--- src/rtl/irq_pend_pkg.sv ---
package irq_pend_pkg;
  localparam int unsigned IRQ_BITS = 32;
  localparam int unsigned IRQ_LVL_W = 4;
  localparam logic [IRQ_BITS-1:0] DEF_LEVEL_MASK = 32'h0000_00FF;
  localparam logic [IRQ_BITS-1:0] DEF_EDGE_MASK  = 32'h0000_FF00;
  localparam logic [IRQ_BITS-1:0] DEF_SW_MASK    = 32'h7FFF_0000;
  localparam logic [IRQ_BITS-1:0] DEF_NMI_MASK   = 32'h8000_0000;
  // bit i priority = (i mod 4) + 1
  localparam logic [IRQ_BITS*IRQ_LVL_W-1:0] DEF_BIT_LVL =
    128'h4321_4321_4321_4321_4321_4321_4321_4321;
endpackage

--- src/rtl/irq_line_sync.sv ---
module irq_line_sync #(
  parameter int unsigned NBITS  = 32,
  parameter int unsigned STAGES = 2
) (
  input  logic             clk,
  input  logic             rst,
  input  logic [NBITS-1:0] lines,
  output logic [NBITS-1:0] synced,
  output logic [NBITS-1:0] rise
);
  logic [NBITS-1:0] chain [STAGES];
  logic [NBITS-1:0] last_q;

  genvar s;
  generate
    for (s = 0; s < STAGES; s++) begin : g_stage
      if (s == 0) begin : g_first
        always_ff @(posedge clk) begin
          if (rst) chain[s] <= '0;
          else     chain[s] <= lines;
        end
      end else begin : g_next
        always_ff @(posedge clk) begin
          if (rst) chain[s] <= '0;
          else     chain[s] <= chain[s-1];
        end
      end
    end
  endgenerate

  always_ff @(posedge clk) begin
    if (rst) last_q <= '0;
    else     last_q <= chain[STAGES-1];
  end

  assign synced = chain[STAGES-1];
  assign rise   = chain[STAGES-1] & ~last_q;
endmodule

--- src/rtl/irq_above_mask.sv ---
module irq_above_mask #(
  parameter int unsigned NBITS = 32,
  parameter int unsigned LVL_W = 4,
  parameter logic [NBITS*LVL_W-1:0] BIT_LVL = '0,
  parameter logic [NBITS-1:0] NMI_MASK = '0
) (
  input  logic [LVL_W-1:0] thr,
  output logic [NBITS-1:0] above
);
  genvar i;
  generate
    for (i = 0; i < NBITS; i++) begin : g_bit
      if (NMI_MASK[i]) begin : g_nmi
        assign above[i] = 1'b1;
      end else begin : g_cmp
        assign above[i] = (BIT_LVL[i*LVL_W +: LVL_W] > thr);
      end
    end
  endgenerate
endmodule

--- src/rtl/irq_pend_store.sv ---
module irq_pend_store #(
  parameter int unsigned NBITS = 32,
  parameter logic [NBITS-1:0] LEVEL_MASK = '0,
  parameter logic [NBITS-1:0] EDGE_MASK  = '0,
  parameter logic [NBITS-1:0] SW_MASK    = '0,
  parameter logic [NBITS-1:0] NMI_MASK   = '0
) (
  input  logic             clk,
  input  logic             rst,
  input  logic [NBITS-1:0] synced,
  input  logic [NBITS-1:0] rise,
  input  logic             set_en,
  input  logic [NBITS-1:0] set_data,
  input  logic             clr_en,
  input  logic [NBITS-1:0] clr_data,
  input  logic             nmi_taken,
  output logic [NBITS-1:0] pend_nxt,
  output logic [NBITS-1:0] pend_q
);
  localparam logic [NBITS-1:0] CLEARABLE = SW_MASK | EDGE_MASK;
  localparam logic [NBITS-1:0] HW_EDGE   = EDGE_MASK | NMI_MASK;

  logic [NBITS-1:0] set_m, clr_m;

  always_comb begin
    set_m = set_en ? (set_data & SW_MASK) : '0;
    clr_m = clr_en ? (clr_data & CLEARABLE) : '0;
    clr_m = clr_m & ~set_m;
    pend_nxt = (pend_q | set_m) & ~clr_m;
    if (nmi_taken) pend_nxt = pend_nxt & ~NMI_MASK;
    pend_nxt = pend_nxt | (rise & HW_EDGE);
    pend_nxt = (pend_nxt & ~LEVEL_MASK) | (synced & LEVEL_MASK);
  end

  always_ff @(posedge clk) begin
    if (rst) pend_q <= '0;
    else     pend_q <= pend_nxt;
  end
endmodule

--- src/rtl/irq_pend_unit.sv ---
module irq_pend_unit #(
  parameter int unsigned NBITS = irq_pend_pkg::IRQ_BITS,
  parameter int unsigned LVL_W = irq_pend_pkg::IRQ_LVL_W,
  parameter int unsigned SYNC_STAGES = 2,
  parameter logic [NBITS-1:0] LEVEL_MASK = irq_pend_pkg::DEF_LEVEL_MASK,
  parameter logic [NBITS-1:0] EDGE_MASK  = irq_pend_pkg::DEF_EDGE_MASK,
  parameter logic [NBITS-1:0] SW_MASK    = irq_pend_pkg::DEF_SW_MASK,
  parameter logic [NBITS-1:0] NMI_MASK   = irq_pend_pkg::DEF_NMI_MASK,
  parameter logic [NBITS*LVL_W-1:0] BIT_LVL = irq_pend_pkg::DEF_BIT_LVL
) (
  input  logic             clk,
  input  logic             rst,
  input  logic [NBITS-1:0] irq_lines,
  input  logic             sw_set_en,
  input  logic [NBITS-1:0] sw_set_data,
  input  logic             sw_clr_en,
  input  logic [NBITS-1:0] sw_clr_data,
  input  logic             en_wr,
  input  logic [NBITS-1:0] en_data,
  input  logic             nmi_taken,
  input  logic             wait_req,
  input  logic [LVL_W-1:0] wait_level,
  output logic [NBITS-1:0] pending,
  output logic [NBITS-1:0] enabled_pending,
  output logic [LVL_W-1:0] int_level,
  output logic             halted
);
  logic [NBITS-1:0] synced, rise, pend_nxt, pend_q;
  logic [NBITS-1:0] en_q, en_nxt, enp_q;
  logic [NBITS-1:0] above_cur, above_wait;
  logic [LVL_W-1:0] lvl_q;
  logic             halt_q;

  irq_line_sync #(.NBITS(NBITS), .STAGES(SYNC_STAGES)) u_sync (
    .clk(clk), .rst(rst), .lines(irq_lines), .synced(synced), .rise(rise)
  );

  irq_pend_store #(
    .NBITS(NBITS), .LEVEL_MASK(LEVEL_MASK), .EDGE_MASK(EDGE_MASK),
    .SW_MASK(SW_MASK), .NMI_MASK(NMI_MASK)
  ) u_store (
    .clk(clk), .rst(rst), .synced(synced), .rise(rise),
    .set_en(sw_set_en), .set_data(sw_set_data),
    .clr_en(sw_clr_en), .clr_data(sw_clr_data),
    .nmi_taken(nmi_taken), .pend_nxt(pend_nxt), .pend_q(pend_q)
  );

  irq_above_mask #(.NBITS(NBITS), .LVL_W(LVL_W), .BIT_LVL(BIT_LVL),
                   .NMI_MASK(NMI_MASK)) u_above_cur (
    .thr(lvl_q), .above(above_cur)
  );

  irq_above_mask #(.NBITS(NBITS), .LVL_W(LVL_W), .BIT_LVL(BIT_LVL),
                   .NMI_MASK(NMI_MASK)) u_above_wait (
    .thr(wait_level), .above(above_wait)
  );

  assign en_nxt = en_wr ? en_data : en_q;

  always_ff @(posedge clk) begin
    if (rst) begin
      en_q   <= '0;
      enp_q  <= '0;
      lvl_q  <= '0;
      halt_q <= 1'b0;
    end else begin
      en_q  <= en_nxt;
      enp_q <= pend_nxt & (en_nxt | NMI_MASK);
      if (wait_req) begin
        lvl_q  <= wait_level;
        halt_q <= ~|(enp_q & above_wait);
      end else if (halt_q && |(enp_q & above_cur)) begin
        halt_q <= 1'b0;
      end
    end
  end

  assign pending         = pend_q;
  assign enabled_pending = enp_q;
  assign int_level       = lvl_q;
  assign halted          = halt_q;
endmodule

--- config.mk ---
export PLATFORM = sky130hd
export DESIGN_NAME = irq_pend_unit
export DESIGN_NICKNAME = d
export VERILOG_FILES = /design/src/rtl/irq_pend_pkg.sv /design/src/rtl/irq_line_sync.sv /design/src/rtl/irq_above_mask.sv /design/src/rtl/irq_pend_store.sv /design/src/rtl/irq_pend_unit.sv
export SDC_FILE = /design/constraint.sdc
export NUM_CORES = 1
export LEC_CHECK = 0
export CAP_MARGIN = 0
export CORE_MARGIN = 4
export CORE_UTILIZATION = 44
export CTS_BUF_LIST = sky130_fd_sc_hd__clkbuf_4 sky130_fd_sc_hd__clkbuf_8 sky130_fd_sc_hd__clkbuf_16
export CTS_CLUSTER_DIAMETER = 40
export DETAILED_ROUTE_END_ITERATION = 12
export GPL_ROUTABILITY_DRIVEN = 1
export PLACE_DENSITY = 0.91
export RECOVER_POWER = 100
export SLEW_MARGIN = 20
export SYNTH_ARGS = -nofsm -noshare
export SYNTH_HDL_FRONTEND = slang
export SYNTH_SLANG_ARGS = --single-unit
--- constraint.sdc ---
create_clock -name clk -period 3.3 [get_ports clk]
set_input_delay 0.66 -clock clk [delete_from_list [all_inputs] [get_ports clk]]
set_output_delay 0.66 -clock clk [all_outputs]
set_load 0.01 [all_outputs]
# Word-level counts from Yosys, hierarchy flattened
# Memory sizes are Yosys's and may differ from the RTL's.
# Index checks and enable logic that the tools add are counted.
# word_totals
n_memories,1
mem_bits_ro,0
input_bits,139
elab_cells,45
ram_bits,64
latch_bits,0
out_inout_bits,69
ff_bits,132
# memory_table
memory,words,width,rd,rd_clocked_by_memory_dff,wr,line_no,source
u_sync.chain,2,32,2,0,2,irq_line_sync.sv:11,logic [NBITS-1:0] chain [STAGES];
# op_classes
div,0
mux,11
add_sub_neg,0
bitwise_logic,14
n_lt_le_gt_ge,8
shift,0
eq_ne,0
reduce_logical,5
mul,0
# op_table
op,n
AND 32 bit,6
two-way mux 32 bit,3
NOT 32 bit,3
two-way mux 31 bit,3
OR 32 bit,2
OR reduction 32 bit,2
OR 32 x 8 -> 32 bit,1
greater-than comparator 2 x 4 -> 1 bit (first input constant),4
greater-than comparator 1 x 4 -> 1 bit (first input constant),2
greater-than comparator 3 x 4 -> 1 bit (first input constant),2
two-way mux 1 bit,5
OR 1 bit,2
nonzero test 2 bit,1
logical AND 1 bit,1
zero test 1 bit,1

# Logic depth before layout (Yosys ltp)
# logic_depth
ltp_word,9
ltp_mapped,5
depth_no_buf,4

# By module
# Synthesis repeated with hierarchy kept, for this count alone.
# unflattened
cells_unflattened,680
hier_area_um2,7200.7
# modules_own_cells
module,cells_per_inst,instances,seq_area_each_um2,area_per_inst_um2
irq_line_sync,234,1,1921.8,2800.2
irq_pend_unit,221,1,1361.3,2476.1
irq_pend_store,159,1,640.6,1438.9
irq_above_mask,33,2,0.0,242.7

# Least setup slack after synthesis
# Ideal clock, no wire load.
# synth_timing
path_kind,input to register
from,in en_wr
to,"reg enp_q[18], in the netlist enabled_pending[18]"
path_buffers,2
cell_stages,4
required_ps,3168
path_slack_ps,1793
setup_ps,132
t_arrival_ps,1375
path_cell_list,clkbuf_1 buf_2 mux2i_1 nor3_1
# synth_via
elab_chain_cells,2
# synth_lines
item,line_no,source
"start, declared",irq_pend_unit.sv:18,"input logic en_wr,"
two-way mux 31 bit,irq_pend_unit.sv:58,assign en_nxt = en_wr ? en_data : en_q;
AND 32 bit,irq_pend_unit.sv:68,enp_q <= pend_nxt & (en_nxt | NMI_MASK);
"end signal, assigned",irq_pend_unit.sv:68,
"end, declared",irq_pend_unit.sv:29,"logic [NBITS-1:0] en_q, en_nxt, enp_q;"
# Every way passes these cells.
# A chain may end at the register's enable or synchronous reset.

# Worst setup path in the final report
# layout_timing
from,in rst
to,"reg enp_q[28], in the netlist enabled_pending[28]"
# layout_lines
item,line_no,source
"start, declared",irq_pend_unit.sv:12,"input logic rst,"
# No word-level cell between the ends.

==> reports/results.txt <==
Slew margin rel. - 11.55%
Core Region - 9910 sq um
PortBufs - 165
Gr usage total - 19.49%
Switching share of power - 21.97%
Crit path capture type - flop
Io pins - 208
FP Rows - 36
HPWL Detailed - 8.571 mm
Share of layout cells above drive strength 1 - 6.312%
Worst R2R Start - enabled_pending[1]
Residual DRC - 0
Max-cap violations - 0
Die area - 12,040 sq um
Pre-CTS setup slack - 0.8844 ns
DR vias - 3,498
Latest clock arrival within the worst-skew pair - 0.50 ns
Die height - 109.7 um
Vias/cell - 4.759
Post-DP Area - 6236 sq um
Fmax - 0.4209 GHz
Die outline width - 109.7 um
Synth Net Count - 572
Final count of hold timing violations - 0
Drt pass-1 iters - 4
WL final - 11.57 mm
# setup viols final - 0
Initial antenna violation count - 0
RSZ-0062 raised after global routing - false
Syn avg cell area - 10.51 sq um
CTS resizes - 0
Clock Tree Buf Depth - 2
Clock-pin slew on the worst setup and hold paths - 0.06 ns
CTS root buffer - clkbuf_8
Clock skew - 0.01110 ns
Vias in the first global route - 3,572
Cell Area, Synth - 4552 sq um
HP Start - u_sync.chain[0][13]
Yosys cell types - 22
Final Instance Area - 6814 sq um
Final period util - 72.00%
Initial core utilization - 45.93%
Startpoint Class - primary input
Largest net degree at the start of global routing - 55
Clock Sinks - 142
First-pass GRT wire length - 17.55 mm
Final Max Slew Viols - 0
Worst R2R End - halted
Peak supply drop - 344.8 uV
YS warnings - 0
Post-CTS Setup Inserts - 0
Most frequent cells in the layout - dfxtp_1 (142), clkdlybuf4s50_1 (86), dlygate4sd3_1 (77)
Clock Power Share - 46.0%
Cts-stage hold buffer count - 0
CTS tree - done
Commonest non-fill, non-tap cell in the layout - dfxtp_1
Final nets - 729
Crit path kind - in -> reg
Seq cells post-synth - 142
H-tree levels - 4
Arrival @ worst endpoint - 2.75 ns
Sequential power share - 44.9%
Avg WL per Cell - 15.74 um
Min-Delay Path Depth - 1
Gate Count Post-Synth - 433
Iteration-0 DRC Markers - 122
Worst Hold Endpoint - u_sync.chain[1][13]
P_int - 0.003175 W
Critical Path RT - 3.67 ns
Final worst slack - 0.9240 ns
Comb pwr share - 9.2%
Area Overhead vs Synth - 49.70%
P_sw - 0.0008937 W
Critical path peak fanout - 36
GP Congestion - 0.7920
DRT antenna net count - 0
Power density over the cells - 597.1 nW/um^2
Total grt overflow - 0
R2R setup slack - 1.69 ns
Leakage Power - 2.932 nW
Core Util, Final - 68.76%
Num CTS Buffers - 17
Worst Hold Class - reg -> reg
FF-to-FF path depth - 4
ANT cells - 0
Sequential-to-total area share from yosys stat - 62.45%
Fin Setup TNS - 0 ns
Power Total - 0.004068 W
Status - completed
Worst-margin pin slew - 1.327 ns
Minimum clock period - 2.376 ns
## synthesized netlist by cell type
library cell / instances / area share, %
buf_1: 6 / 0.49
nand3b_1: 1 / 0.16
nor2_1: 61 / 5.0
clkbuf_1: 11 / 0.91
mux2i_1: 35 / 7.7
nor4_4: 2 / 0.93
nand2b_1: 2 / 0.27
nor2b_1: 59 / 8.1
nand4_1: 1 / 0.14
a221oi_1: 2 / 0.38
buf_4: 10 / 1.6
nand2_1: 25 / 2.1
dfxtp_1: 142 / 62
nand2_2: 1 / 0.14
buf_2: 5 / 0.55
o21ai_0: 2 / 0.22
a22oi_1: 15 / 2.5
nor4_1: 7 / 0.96
and2_1: 8 / 1.1
a22o_1: 1 / 0.19
nor3_1: 26 / 2.9
a21oi_1: 11 / 1.2
## worst max-delay path by stage
stage,from,end,depth (start not counted)
finish,rst,enabled_pending[28],4
global route,rst,enabled_pending[28],4
CTS,enabled_pending[31],pending[31],1
detailed placement,sw_clr_en,enabled_pending[22],5
global placement,sw_clr_en,enabled_pending[22],5
floorplan,en_wr,enabled_pending[18],4
## power by group through the flow
| stage | Combinational, W | Clock, W | Sequential (W) |
|---|---|---|---|
| 4_1_cts | 0.000390 | 0.00191 | 0.00183 |
| 5_1_grt | 0.000404 | 0.00199 | 0.00183 |
| 6_report | 0.000372 | 0.00187 | 0.00182 |
| 3_3_place_gp | 0.000374 | 0 | 0.00186 |
| 2_1_floorplan | 0.000156 | 0 | 0.00187 |
| 3_5_place_dp | 0.000386 | 0 | 0.00186 |
## layer usage
layer | global-route usage, % | vias to the layer above | wire (um)
met5 | 0 | - | 0
met4 | 6.500 | 0 | 192
met3 | 5.696 | 16 | 689
met2 | 36.09 | 122 | 6008
met1 | 21.11 | 1620 | 4675
li1 | - | 1740 | -
## worst max-delay path: stages
cell,delay [ns]
clkbuf_1,0.42
clkbuf_1,1.03
buf_4,0.50
nor3_1,0.11
## cell families after synthesis
family | Yosys count | synth area share (%)
compound gates | 31 | 4.481
buf+inv | 32 | 3.601
mux | 35 | 7.697
flops | 142 | 62.45
simple gates | 193 | 21.77
## cell type report
type,count,area (sq um)
multi-input combinational,259,1545
clock inverter,12,160.2
timing repair buffer,170,1670
fill,726,3095
sequential,142,2843
clock buffer,19,429.2
tap,133,166.4
## through the flow
stage	hold WS [ns]	std cells
after floorplan	0.4138	433
after global placement	0.4168	704
after global routing	0.4565	735
after detailed placement	0.4204	704
after CTS	0.4072	735
final	0.4315	735
## registers in the layout (all words and copies together) (netlist names)
register         count
en_q                31
halted               1
int_level            4
enabled_pending     32
u_sync.chain        34
u_sync.last_q       17
u_store.pend_q      23
No activity file was read; power rests on OpenSTA's default activity.
